## src/rtl/axis_trim_corrector.sv

```systemverilog
module axis_trim_corrector #(
  parameter int IN_W   = 31,
  parameter int OUT_W  = 24,
  parameter int GAIN_W = 16,
  parameter int FRAC   = 15
) (
  input  logic              clk,
  input  logic              rst_n,
  input  logic              sample_valid,
  input  logic              overrun_clr,
  input  logic [IN_W-1:0]   x_in,
  input  logic [IN_W-1:0]   y_in,
  input  logic [OUT_W-1:0]  x_offset,
  input  logic [OUT_W-1:0]  y_offset,
  input  logic [GAIN_W-1:0] x_gain,
  input  logic [GAIN_W-1:0] y_gain,
  output logic [OUT_W-1:0]  x_out,
  output logic [OUT_W-1:0]  y_out,
  output logic              done,
  output logic              overrun
);
  localparam int DIGITS = (GAIN_W + 2) / 2;
  localparam int PROD_W = OUT_W + GAIN_W + 2;
  localparam int MR_W   = GAIN_W + 2;
  localparam int CNT_W  = $clog2(DIGITS + 1);
  localparam logic [OUT_W-1:0] SAT_MAX = {1'b0, {(OUT_W-1){1'b1}}};
  localparam logic [OUT_W-1:0] SAT_MIN = {1'b1, {(OUT_W-1){1'b0}}};
  localparam logic signed [PROD_W-1:0] P_MAX = {{(PROD_W-OUT_W+1){1'b0}}, {(OUT_W-1){1'b1}}};
  localparam logic signed [PROD_W-1:0] P_MIN = {{(PROD_W-OUT_W+1){1'b1}}, {(OUT_W-1){1'b0}}};

  typedef enum logic [1:0] {S_IDLE, S_PREP, S_MUL, S_STORE} seq_t;

  seq_t                      state;
  logic                      ax;
  logic [OUT_W-1:0]          tx, ty, ox, oy;
  logic [GAIN_W-1:0]         gx, gy;
  logic signed [PROD_W-1:0]  mcand, acc, pp, scaled;
  logic [MR_W-1:0]           mr;
  logic [CNT_W-1:0]          cnt;

  wire busy = (state != S_IDLE);

  wire [OUT_W-1:0]  cur_t = ax ? ty : tx;
  wire [OUT_W-1:0]  cur_o = ax ? oy : ox;
  wire [GAIN_W-1:0] cur_g = ax ? gy : gx;

  wire [OUT_W:0] sum = {cur_t[OUT_W-1], cur_t} + {cur_o[OUT_W-1], cur_o};
  wire [OUT_W-1:0] sum_sat = (sum[OUT_W] != sum[OUT_W-1]) ?
                             (sum[OUT_W] ? SAT_MIN : SAT_MAX) : sum[OUT_W-1:0];

  always_comb begin
    case (mr[2:0])
      3'b001, 3'b010: pp = mcand;
      3'b011:         pp = mcand <<< 1;
      3'b100:         pp = -(mcand <<< 1);
      3'b101, 3'b110: pp = -mcand;
      default:        pp = '0;
    endcase
  end

  assign scaled = acc >>> FRAC;
  wire [OUT_W-1:0] res_sat = (scaled > P_MAX) ? SAT_MAX :
                             (scaled < P_MIN) ? SAT_MIN : scaled[OUT_W-1:0];

  always_ff @(posedge clk) begin
    if (!rst_n) begin
      state   <= S_IDLE;
      ax      <= 1'b0;
      tx      <= '0;
      ty      <= '0;
      ox      <= '0;
      oy      <= '0;
      gx      <= '0;
      gy      <= '0;
      mcand   <= '0;
      acc     <= '0;
      mr      <= '0;
      cnt     <= '0;
      x_out   <= '0;
      y_out   <= '0;
      done    <= 1'b0;
      overrun <= 1'b0;
    end else begin
      done <= 1'b0;
      if (overrun_clr) overrun <= 1'b0;
      if (sample_valid && busy) overrun <= 1'b1;
      case (state)
        S_IDLE: if (sample_valid) begin
          tx    <= x_in[IN_W-1:IN_W-OUT_W];
          ty    <= y_in[IN_W-1:IN_W-OUT_W];
          ox    <= x_offset;
          oy    <= y_offset;
          gx    <= x_gain;
          gy    <= y_gain;
          ax    <= 1'b0;
          state <= S_PREP;
        end
        S_PREP: begin
          mcand <= {{(PROD_W-OUT_W){sum_sat[OUT_W-1]}}, sum_sat};
          mr    <= {1'b0, cur_g, 1'b0};
          acc   <= '0;
          cnt   <= '0;
          state <= S_MUL;
        end
        S_MUL: begin
          acc   <= acc + pp;
          mcand <= mcand <<< 2;
          mr    <= mr >> 2;
          cnt   <= cnt + 1'b1;
          if (cnt == CNT_W'(DIGITS - 1)) state <= S_STORE;
        end
        S_STORE: begin
          if (!ax) begin
            x_out <= res_sat;
            ax    <= 1'b1;
            state <= S_PREP;
          end else begin
            y_out <= res_sat;
            done  <= 1'b1;
            state <= S_IDLE;
          end
        end
        default: state <= S_IDLE;
      endcase
    end
  end
endmodule


```

## config.mk

```make
export PLATFORM = sky130hd
export DESIGN_NAME = axis_trim_corrector
export DESIGN_NICKNAME = d
export VERILOG_FILES = /design/src/rtl/axis_trim_corrector.sv
export SDC_FILE = /design/constraint.sdc
export NUM_CORES = 1
export LEC_CHECK = 0
export ABC_AREA = 1
export BUFFER_PORTS_ARGS = -buffer_cell sky130_fd_sc_hd__buf_4
export CORE_MARGIN = 2
export CORE_UTILIZATION = 50
export CTS_CLUSTER_DIAMETER = 200
export DETAILED_ROUTE_END_ITERATION = 12
export PLACE_DENSITY = 0.79
export SYNTH_ARGS = -nofsm -noshare
export SYNTH_HDL_FRONTEND = slang
export SYNTH_SLANG_ARGS = --single-unit
```

## constraint.sdc

```tcl
create_clock -name clk -period 12.25 [get_ports clk]
set_input_delay 0 -clock clk [delete_from_list [all_inputs] [get_ports clk]]
set_output_delay 0 -clock clk [all_outputs]
set_load 0.02 [all_outputs]
```

==> results_dict.tcl <==
set metrics [dict create \
    avgSynthCellArea_um2 6.39 \
    postCtsSetupBuffers 0 \
    cp_max_fo 68 \
    dpl.hpwl_mm 38.6 \
    maxSlewViolCount 0 \
    period_needed_ns 5.13 \
    async_reset_ff_share_pct 0 \
    critPathTopFamily "buffers and inverters" \
    die_w_um 192 \
    hp-class "input port to flop" \
    cts_resized 0 \
    synth_top_cell_by_area "dfxtp_1" \
    drt_first_pass_iters 6 \
    layout_setup_ws_ns 7.12 \
    ys_warn_count 0 \
    grt_start_max_net_pins 132 \
    first_global_vias 18500 \
    combinationalPowerShare_pct 48.6 \
    area_growth_pct 22.4 \
    drive_gt1_share_pct 10.9 \
    place_congestion 0.965 \
    cap_violations 0 \
    postCtsHoldBufs 134 \
    max_stage_delay_ns 0.55 \
    routed_wl_mm 58.1 \
    place_ws_ns 7.20 \
    hold_viol_final 0 \
    cts_root_buf "clkbuf_16" \
    crit_required_ns 12.67 \
    crit_arrival_ns 5.54 \
    r2r_slack_ns 7.12 \
    synth_edf_count 0 \
    antenna_found_initial 2 \
    vias_per_cell 5.60 \
    power.switching_mw 1.99 \
    drc 0 \
    p_sw_share_pct 44.7 \
    vias 19500 \
    start_util_pct 51.1 \
    die_h_um 192 \
    setup_viol 0 \
    internal_power_mw 2.46 \
    port_buffers 181 \
    grt_pass1_wl_mm 92.5 \
    crit_top_cell "nand2_1" \
    outcome "completed" \
    drt_iter0_drc 1531 \
    seq_power_share_pct 28.8 \
    rsz0062_at_grt "no" \
    avgRoutedWirePerCell_um 16.7 \
    power.density_mw_per_mm2 205 \
    coreArea_mm2 0.0347 \
    ys_seq_area_share_pct 32.3 \
    hold_slack_ns 0.227 \
    cts_max_path_buffers 3 \
    grt.total_usage_pct 30.7 \
    criticalPathCategory "flop to flop" \
    crit_chain "buf_4 > inv_2 > buf_4 > nand2_1 > nand2_1 > ha_1 > nand2_1 > o21ai_0 > nand2_1 > nand3_1 > a21o_1 > nand3_1 > o211ai_1 > xor2_1 > inv_1 > ha_1 > clkinv_1 > nand3_1 > nand3_1 > nand2_1 > a21oi_1" \
    insertion_delay_ns 0.58 \
    slew_headroom_pct 23.8 \
    cts_tree "built" \
    synth_cells 2775 \
    finalCritPeriodShare_pct 41.8 \
    syn_nets 2997 \
    fin_tns_setup_ns 0 \
    ys.flop_type "dfxtp_1" \
    clock-sinks 286 \
    start_kind "flop" \
    grt.overflow.total 0 \
    numCtsBuffers 30 \
    synthDominantCellAreaShare_pct 32.3 \
    synth.area.top_cells "dfxtp_1, nand2_1, nor2_1" \
    synth_cell_type_count 55 \
    critPathBufInv 5 \
    die-area_mm2 0.0370 \
    tightest_slew_ns 1.14 \
    h-tree-depth 1 \
    cp_slowest_cell "buf_4" \
    ys_ff_latch 286 \
    power.leakage_nw 9.94 \
    fin_nets 3231 \
    rows 68 \
    worst_clock_skew_ns 0.0210 \
    cts.clk_slew.worst_paths_ns 0.06 \
    end_kind "flop" \
    ir_worst_vdd_mv 0.165 \
    max_freq_mhz 195 \
    ant_nets 0 \
    pwr-share-clk_pct 22.6 \
    netlist_area_mm2 0.0177 \
    io_pins 196 \
]
[layer usage]
metal | up-vias | track usage [%] | routed length (µm)
met5 | - | 0 | 0
met4 | 0 | 11.5 | 2120
met3 | 158 | 4.53 | 4080
met2 | 817 | 53.3 | 27500
met1 | 8973 | 38.5 | 24300
li1 | 9589 | - | -
[through the flow]
| step | utilization [%] | std cells | total power [mW] | cell area (µm²) |
|---|---|---|---|---|
| final | 62.6 | 3487 | 4.45 | 21700 |
| after floorplan | - | 2775 | 2.85 | 17700 |
| after global placement | 55.6 | 3298 | 3.32 | 19300 |
| after CTS | 62.5 | 3485 | 4.41 | 21700 |
| after global routing | 62.6 | 3487 | 4.76 | 21700 |
| after detailed placement | 55.6 | 3298 | 3.36 | 19300 |
[synth_stat cells, drive strengths merged (9+ instances only)]
cell	n
o2111ai	11
dfxtp	286
a31oi	25
o21bai	9
nand2	655
a21oi	214
buf	27
inv	228
clkbuf	102
xor2	35
nor3	22
o21ai	297
ha	74
o22ai	21
or2	19
o21a	24
nor2	517
nand3	112
o221ai	12
nand4	24
[kinds of logic after synthesis]
logic type      after synthesis  synth area share [%]
flops                       286                  32.3
buf+inv                     362                  7.88
compound gates              650                  20.4
fa+ha+maj                    76                  5.45
xor+xnor                     36                  1.78
simple gates               1365                  32.2
[worst reg2reg max path, cell delays in order (launching register included)]
cell      delay (ns)
dfxtp_2         0.31
buf_4           0.55
inv_2           0.08
buf_4           0.33
nand2_1         0.22
nand2_1         0.09
ha_1            0.41
nand2_1         0.13
o21ai_0         0.24
nand2_1         0.08
nand3_1         0.17
a21o_1          0.17
nand3_1         0.07
o211ai_1        0.14
xor2_1          0.28
inv_1           0.11
ha_1            0.50
clkinv_1        0.48
nand3_1         0.28
nand3_1         0.16
nand2_1         0.11
a21oi_1         0.06
[state kept, by name (all words and copies together) (netlist names), 2 cells and up]
register	flops
ty	24
state	2
gx	16
mcand	42
gy	16
acc	42
mr	17
y_out	24
oy	24
tx	24
x_out	24
cnt	4
ox	24
[final timing paths]
path | startpoint | to | depth (start not counted)
min | x_gain[4] | gx[4] | 4
max | ax | mcand[6] | 21
min reg2reg | gy[0] | gy[0] | 2
max reg2reg | ax | mcand[6] | 21
[layout by cell type, fill, tap and decap left out, drive strengths merged, types with 11 or more instances in the layout]
cell type,synthesis,routed
clkbuf,102,38
o21ai,297,297
xor2,35,35
o2111ai,11,11
ha,74,74
nor2,517,517
dlygate4sd3,0,134
a21oi,214,214
clkinv,5,12
o221ai,12,12
inv,228,230
nand3,112,112
o22ai,21,21
buf,27,197
dfxtp,286,286
nand2,655,655
nand4,24,24
a31oi,25,25
nor3,22,22
or2,19,19
o21a,24,24
[final cells by class]
class | instances | area, µm²
antenna | 2 | 5.00
clock buffer | 38 | 831
clock inverter | 15 | 251
fill | 3079 | 13000
inverter | 233 | 878
multi-input combinational | 2127 | 10600
sequential | 286 | 5730
tap | 455 | 569
timing repair buffer | 331 | 2820
[power groups by stage]
stage | registers (mW) | logic, mW | clock network (mW)
4_1_cts | 1.28 | 2.12 | 1.01
6_report | 1.28 | 2.16 | 1.00
5_1_grt | 1.30 | 2.40 | 1.05
2_1_floorplan | 1.28 | 1.57 | 0
3_5_place_dp | 1.30 | 2.07 | 0
3_3_place_gp | 1.29 | 2.03 | 0
Power figures use the tool's default switching activity.
